File: src/rtl/srq_pkg.sv
package srq_pkg;

    localparam int unsigned SRQ_W = 16;
    localparam int unsigned FN_W  = 5;
    localparam int unsigned SA_W  = 4;

    typedef enum logic [3:0] {
        OP_NONE,
        OP_RD_REQ,
        OP_RD_MASK,
        OP_WR_REQ,
        OP_WR_MASK,
        OP_CLR_ALL,
        OP_CLR_SEL,
        OP_SET_SOFT,
        OP_ENABLE,
        OP_DISABLE,
        OP_CHECK
    } srq_op_e;

    function automatic srq_op_e srq_op_of(input logic [FN_W-1:0] fn,
                                          input logic [SA_W-1:0] sa);
        srq_op_e op;
        case ({fn, sa})
            {5'd6,  4'd14}: op = OP_RD_REQ;
            {5'd6,  4'd13}: op = OP_RD_MASK;
            {5'd19, 4'd14}: op = OP_WR_REQ;
            {5'd19, 4'd13}: op = OP_WR_MASK;
            {5'd10, 4'd0 }: op = OP_CLR_ALL;
            {5'd19, 4'd12}: op = OP_CLR_SEL;
            {5'd14, 4'd0 }: op = OP_SET_SOFT;
            {5'd26, 4'd15}: op = OP_ENABLE;
            {5'd24, 4'd15}: op = OP_DISABLE;
            {5'd8,  4'd0 }: op = OP_CHECK;
            default:        op = OP_NONE;
        endcase
        return op;
    endfunction

endpackage

File: src/rtl/srq_decode.sv
module srq_decode
    import srq_pkg::*;
(
    input  logic            cmd_valid,
    input  logic [FN_W-1:0] cmd_func,
    input  logic [SA_W-1:0] cmd_sub,
    output srq_op_e         op
);
    always_comb begin
        op = OP_NONE;
        if (cmd_valid) begin
            op = srq_op_of(cmd_func, cmd_sub);
        end
    end
endmodule

File: src/rtl/srq_store.sv
module srq_store
    import srq_pkg::*;
#(
    parameter int unsigned     W          = SRQ_W,
    parameter logic [W-1:0]    LATCH_BITS = W'(16'h001C),
    parameter logic [W-1:0]    LIVE_BITS  = W'(16'h0023),
    parameter int unsigned     SOFT_IDX   = 15
) (
    input  logic         clk,
    input  logic         rst,
    input  srq_op_e      op,
    input  logic [W-1:0] wdata,
    input  logic [W-1:0] evt_pulse,
    input  logic [W-1:0] live_cond,
    output logic [W-1:0] req_q
);
    localparam logic [W-1:0] SOFT_SEL = {{(W-1){1'b0}}, 1'b1} << SOFT_IDX;

    logic wr_req;
    logic clr_all;
    logic clr_sel;
    logic set_soft;

    assign wr_req   = (op == OP_WR_REQ);
    assign clr_all  = (op == OP_CLR_ALL);
    assign clr_sel  = (op == OP_CLR_SEL);
    assign set_soft = (op == OP_SET_SOFT);

    for (genvar i = 0; i < int'(W); i++) begin : g_bit
        if (i == int'(SOFT_IDX)) begin : g_soft
            logic b_q;
            logic clr_i;
            assign clr_i = clr_all | (clr_sel & wdata[i]);
            always_ff @(posedge clk) begin
                if (rst) b_q <= 1'b0;
                else     b_q <= set_soft | (wr_req ? wdata[i] : (b_q & ~clr_i));
            end
            assign req_q[i] = b_q;
            // the set command always leaves the software bit on
            p_soft_set_r4: assert property (@(posedge clk) disable iff (rst)
                set_soft |=> req_q[i]);
        end else if (LATCH_BITS[i]) begin : g_latch
            logic b_q;
            logic clr_i;
            assign clr_i = clr_all | (clr_sel & wdata[i]);
            always_ff @(posedge clk) begin
                if (rst) b_q <= 1'b0;
                else     b_q <= evt_pulse[i] | (wr_req ? wdata[i] : (b_q & ~clr_i));
            end
            assign req_q[i] = b_q;
            // an event wins over any clear in the same cycle
            p_evt_wins_r7: assert property (@(posedge clk) disable iff (rst)
                evt_pulse[i] |=> req_q[i]);
            // a set latched bit stays set without clear or write
            p_latch_hold_r2: assert property (@(posedge clk) disable iff (rst)
                (req_q[i] && !wr_req && !clr_all && !clr_sel) |=> req_q[i]);
        end else if (LIVE_BITS[i]) begin : g_live
            logic b_q;
            always_ff @(posedge clk) begin
                if (rst) b_q <= 1'b0;
                else     b_q <= live_cond[i];
            end
            assign req_q[i] = b_q;
        end else begin : g_none
            assign req_q[i] = 1'b0;
        end
    end

    logic unused_ok;
    assign unused_ok = ^{wdata & ~(LATCH_BITS | SOFT_SEL),
                         evt_pulse & ~(LATCH_BITS & ~SOFT_SEL),
                         live_cond & ~LIVE_BITS};
endmodule

File: src/rtl/srq_gate.sv
module srq_gate
    import srq_pkg::*;
#(
    parameter int unsigned W = SRQ_W
) (
    input  logic         clk,
    input  logic         rst,
    input  srq_op_e      op,
    input  logic [W-1:0] wdata,
    input  logic [W-1:0] req_q,
    output logic         srq_line,
    output logic         q_resp,
    output logic [W-1:0] rd_data
);
    logic [W-1:0] mask_q;
    logic         en_q;

    always_ff @(posedge clk) begin
        if (rst) begin
            mask_q  <= '0;
            en_q    <= 1'b0;
            q_resp  <= 1'b0;
            rd_data <= '0;
        end else begin
            q_resp <= 1'b0;
            unique case (op)
                OP_WR_MASK: mask_q  <= wdata;
                OP_ENABLE:  en_q    <= 1'b1;
                OP_DISABLE: en_q    <= 1'b0;
                OP_CHECK:   q_resp  <= srq_line;
                OP_RD_REQ:  rd_data <= req_q;
                OP_RD_MASK: rd_data <= mask_q;
                default:    ;
            endcase
        end
    end

    assign srq_line = en_q & (|(req_q & mask_q));

    // closing the gate silences the line on the next cycle
    p_disable_quiet_r9: assert property (@(posedge clk) disable iff (rst)
        (op == OP_DISABLE) |=> !srq_line);
    // the check answer mirrors the line at the command
    p_q_check_r10: assert property (@(posedge clk) disable iff (rst)
        (op == OP_CHECK) |=> (q_resp == $past(srq_line)));
    // no answer without a check
    p_q_idle_r10: assert property (@(posedge clk) disable iff (rst)
        (op != OP_CHECK) |=> !q_resp);
    // read data holds when no read is taken
    p_rd_hold_r11: assert property (@(posedge clk) disable iff (rst)
        (op != OP_RD_REQ && op != OP_RD_MASK) |=> $stable(rd_data));
endmodule

File: src/rtl/srq_ctrl.sv
module srq_ctrl
    import srq_pkg::*;
#(
    parameter int unsigned  W          = SRQ_W,
    parameter logic [W-1:0] LATCH_BITS = W'(16'h001C),
    parameter logic [W-1:0] LIVE_BITS  = W'(16'h0023),
    parameter int unsigned  SOFT_IDX   = 15
) (
    input  logic            clk,
    input  logic            rst,
    input  logic            cmd_valid,
    input  logic [FN_W-1:0] cmd_func,
    input  logic [SA_W-1:0] cmd_sub,
    input  logic [W-1:0]    cmd_wdata,
    input  logic [W-1:0]    evt_pulse,
    input  logic [W-1:0]    live_cond,
    output logic            srq_line,
    output logic            q_resp,
    output logic [W-1:0]    rd_data
);
    srq_op_e      op;
    logic [W-1:0] req_q;

    srq_decode u_decode (
        .cmd_valid (cmd_valid),
        .cmd_func  (cmd_func),
        .cmd_sub   (cmd_sub),
        .op        (op)
    );

    srq_store #(
        .W          (W),
        .LATCH_BITS (LATCH_BITS),
        .LIVE_BITS  (LIVE_BITS),
        .SOFT_IDX   (SOFT_IDX)
    ) u_store (
        .clk       (clk),
        .rst       (rst),
        .op        (op),
        .wdata     (cmd_wdata),
        .evt_pulse (evt_pulse),
        .live_cond (live_cond),
        .req_q     (req_q)
    );

    srq_gate #(
        .W (W)
    ) u_gate (
        .clk      (clk),
        .rst      (rst),
        .op       (op),
        .wdata    (cmd_wdata),
        .req_q    (req_q),
        .srq_line (srq_line),
        .q_resp   (q_resp),
        .rd_data  (rd_data)
    );

    // unused positions never carry a request
    p_unused_zero_r13: assert property (@(posedge clk) disable iff (rst)
        (req_q & ~(LATCH_BITS | LIVE_BITS | ({{(W-1){1'b0}}, 1'b1} << SOFT_IDX))) == '0);
endmodule

File: config.mk
export PLATFORM = sky130hd
export DESIGN_NAME = srq_ctrl
export DESIGN_NICKNAME = d
export VERILOG_FILES = /design/src/rtl/srq_pkg.sv /design/src/rtl/srq_decode.sv /design/src/rtl/srq_store.sv /design/src/rtl/srq_gate.sv /design/src/rtl/srq_ctrl.sv
export SDC_FILE = /design/constraint.sdc
export NUM_CORES = 1
export LEC_CHECK = 0
export ABC_AREA = 1
export BUFFER_PORTS_ARGS = -buffer_cell sky130_fd_sc_hd__buf_4
export CAP_MARGIN = 10
export CORE_MARGIN = 8
export CORE_UTILIZATION = 48
export CTS_CLUSTER_DIAMETER = 30
export DETAILED_ROUTE_END_ITERATION = 16
export PLACE_DENSITY = 0.82
export SLEW_MARGIN = 5
export SYNTH_ARGS = -nofsm -noshare
export SYNTH_HDL_FRONTEND = slang
export SYNTH_SLANG_ARGS = --single-unit
export TNS_END_PERCENT = 30
File: constraint.sdc
create_clock -name clk -period 1.4 [get_ports clk]
set_input_delay 0.07 -clock clk [delete_from_list [all_inputs] [get_ports clk]]
set_output_delay 0.07 -clock clk [all_outputs]
set_load 0.005 [all_outputs]
==> impl_results.md <==
* Area after DPL at 0.00272 mm²
* Peak VDD IR at 0.000352 V
* Setup ws final at -0.0648 ns
* Skew final at 0.00538 ns
* Clk pwr share at 0.361
* FILL cells at 377
* Measured slew at the worst slew-check pin at 0.453 ns
* Yosys reg bits at 41
* Failing checks: negative setup slack
* Register area share after synthesis at 0.373
* Rows at 24
* Final setup viols at 1
* Width of the chip at 83.7 µm
* Num CTS Buffers at 5
* Antenna-violating nets left at 0
* Post-synth cell types at 31
* Critical Path Source Type: flip-flop
* Post-DP HPWL at 4140 µm
* Final Hold Fails at 0
* CP max-delay cell: dfxtp_2
* Die height at 83.7 µm
* Pint at 0.00168 W
* Total Routed Length at 5680 µm
* CP peak stage delay at 0.33 ns
* Initial drt markers at 202
* RSZ-0062 raised after global routing: yes
* DRT Pass-1 Iters at 4
* Yosys warning total at 0
* Nets at 436
* Status: finished, violations left
* Number of global-route vias before repair at 1980
* Average vias per placed instance at 5.11
* IO Count at 78
* Total GRT Usage at 0.153
* CTS Sinks at 41
* Multi-input gate area in the final layout at 0.00126 mm²
* Slew margin rel. at 0.698
* Critical path, cell by cell: a22o_1 > nor2_2 > o2111ai_2 > nand2_1 > inv_1 > buf_6
* Synth Instances at 304
* Switching power at 0.000544 W
* H-tree lvl count at 2
* Total gr overflow at 0
* Global-route wire length before repair at 9130 µm
* Worst path bufs/invs at 2
* Max cap viols at 0
* Final Util at 0.676
* Synth Area per Inst at 7.24 µm²
* Pwr dens at 749 mW/mm²
* Final GP Congestion at 0.881
* Syn Nets at 364
* Req. time, crit path at 1.33 ns
* WP data arrival at 1.39 ns
* Number of buffers on the longest clock path at 2
* Cell area after layout at 0.00296 mm²
* CP delay by family, top: compound AO/OA/AOI/OAI gates
* Post-synthesis cell area at 0.00220 mm²
* Critical-path maximum fanout at 2
* Crit. End Element: output port
* Period minus WS final at 1.46 ns
* Worst skew pair latency at 0.30 ns
* Final period util at 1.05
* Share of cells above drive strength 1 at 0.332
* Initial antenna violation count at 0
* Seq pwr share at 0.535
* Hold Path Class: in2reg
* Largest net degree at the start of global routing at 33
* Sw Share at 0.245
* P_leak at 1.38 nW
* Die ar. at 0.00701 mm²
* Register area at 822 µm²
* DRC at 0
* Max Freq at 683 MHz
* CTS tree: yes
* Starting density of the core at 0.502
* Gate power share at 0.105
* Crit path kind: reg2out
* Routed via count at 2187
* CTS Root Cell: clkbuf_8
* Wirelength per Cell at 13.3 µm
* Core Box Area at 0.00438 mm²
* Area Overhead vs Synth at 34.7%
* Fin. max-slew vios at 0
* Clk slew on worst S/H paths at 0.08 ns
* Antenna cell count at 0
* Port bufs at 51
[layout by cell type, fill, tap and decap left out, types with 3 or more instances in the layout]
| cell type | Yosys | final |
|---|---|---|
| nor2_1 | 40 | 36 |
| dlygate4sd3_1 | 0 | 3 |
| nor2_4 | 8 | 12 |
| nand3_2 | 5 | 4 |
| inv_2 | 6 | 5 |
| nand3_4 | 2 | 3 |
| a21boi_1 | 7 | 7 |
| nand2_2 | 5 | 4 |
| nand2_1 | 54 | 51 |
| a21oi_1 | 33 | 33 |
| clkbuf_8 | 0 | 6 |
| o21ai_0 | 16 | 16 |
| nand3_1 | 23 | 23 |
| buf_4 | 0 | 68 |
| nand2_4 | 6 | 10 |
| dfxtp_1 | 41 | 40 |
| inv_1 | 35 | 35 |
[Yosys cell counts]
master     count  area [µm²]
o21ai_2        2        17.5
o21ai_1        1        5.00
and2_1         1        6.26
nand3b_1       1        7.51
a22o_1         1        8.76
nor2_2         2        12.5
nand4_4        1        21.3
clkbuf_1       3        11.3
buf_6          2        22.5
inv_1         35         131
nor2_1        40         150
o22ai_1        1        6.26
nand3_4        2        35.0
nor2_8         1        20.0
dfxtp_1       41         821
nor4_1         1        6.26
a21boi_1       7        52.6
nand2_4        6        67.6
o2111ai_1      1        8.76
buf_2          2        10.0
nor2_4         8        90.1
buf_1          1        3.75
nand3_1       23         115
inv_2          6        22.5
o21ai_0       16        80.1
nand2_1       54         203
nand2_2        5        31.3
a21oi_1       33         165
nand3_2        5        50.1
nand4_1        1        6.26
nand4_2        1        12.5
[kinds of logic (layout without fill, tap and decap cells)]
kind of cell,Yosys count,after routing,synth area share
buf+inv,49,121,0.0915
flops,41,41,0.373
compound gates,62,62,0.156
simple gates,152,152,0.379
[path summary, 6_finish.rpt]
kind | startpoint | cells past startpoint | slack [ns] | endpoint
min | cmd_wdata[6] | 3 | 0.03 | u_gate.mask_q[6]
max reg2reg | u_gate.mask_q[3] | 6 | 0.22 | u_gate.q_resp
max | u_store.g_bit[5].g_live.b_q | 6 | -0.06 | srq_line
min reg2reg | u_gate.mask_q[7] | 2 | 0.45 | u_gate.mask_q[7]
[area by class of cell]
class	count	share of cell area
Multi-Input combinational cell	214	0.425
Sequential cell	41	0.277
Tap cell	52	0.0220
Clock inverter	1	0.00253
Timing Repair Buffer	73	0.193
Inverter	41	0.0528
Clock buffer	6	0.0279
[registers in the layout (all words and copies together), names as in the netlist]
signal                     count
u_gate.en_q                    1
u_gate.mask_q                 16
u_gate.q_resp                  1
u_gate.rd_data                16
u_store.g_bit.g_latch.b_q      3
u_store.g_bit.g_live.b_q       3
u_store.g_bit.g_soft.b_q       1
[stage by stage]
stage / worst slack [ns] / hold slack (ns) / power, W / setup TNS [ns] / std cells
after floorplan: 0.128 / 0.177 / 0.00131 / 0 / 304
after global placement: -0.138 / 0.272 / 0.00142 / -3.10 / 413
after CTS: -0.0429 / 0.0322 / 0.00221 / -0.0429 / 423
after global routing: -0.149 / 0.0503 / 0.00229 / -1.17 / 428
after detailed placement: -0.205 / 0.277 / 0.00142 / -4.60 / 413
final: -0.0648 / 0.0298 / 0.00222 / -0.0648 / 428
[power by group through the flow]
stage          combinational [W]  sequential (W)  clock (W)
2_1_floorplan          0.0000982         0.00121          0
3_3_place_gp            0.000203         0.00121          0
3_5_place_dp            0.000208         0.00121          0
4_1_cts                 0.000217         0.00119   0.000806
5_1_grt                 0.000255         0.00119   0.000846
6_report                0.000233         0.00119   0.000801
[timing repair]
action	CTS	global route
pin swaps	0	7
hold endpoints to repair	3	0
setup endpoints to repair	1	19
buffers inserted	0	5
gates resized for setup	2	19
hold buffers	3	0
[metal layers]
metal | share of wire | routed length, µm | global-route usage | vias up
li1 | - | - | - | 1125
met1 | 0.39 | 2230 | 0.169 | 1008
met2 | 0.54 | 3050 | 0.267 | 44
met3 | 0.050 | 284 | 0.0410 | 10
met4 | 0.021 | 121 | 0.0659 | 0
met5 | 0 | 0 | 0 | -
[worst reg2reg max path, delay by kind of cell, from the launching register on]
family,cells,cell delay [ns]
compound gates,2,0.32
buf+inv,1,0.06
flops,1,0.33
simple gates,3,0.38
No activity file was read; power rests on OpenSTA's default activity.
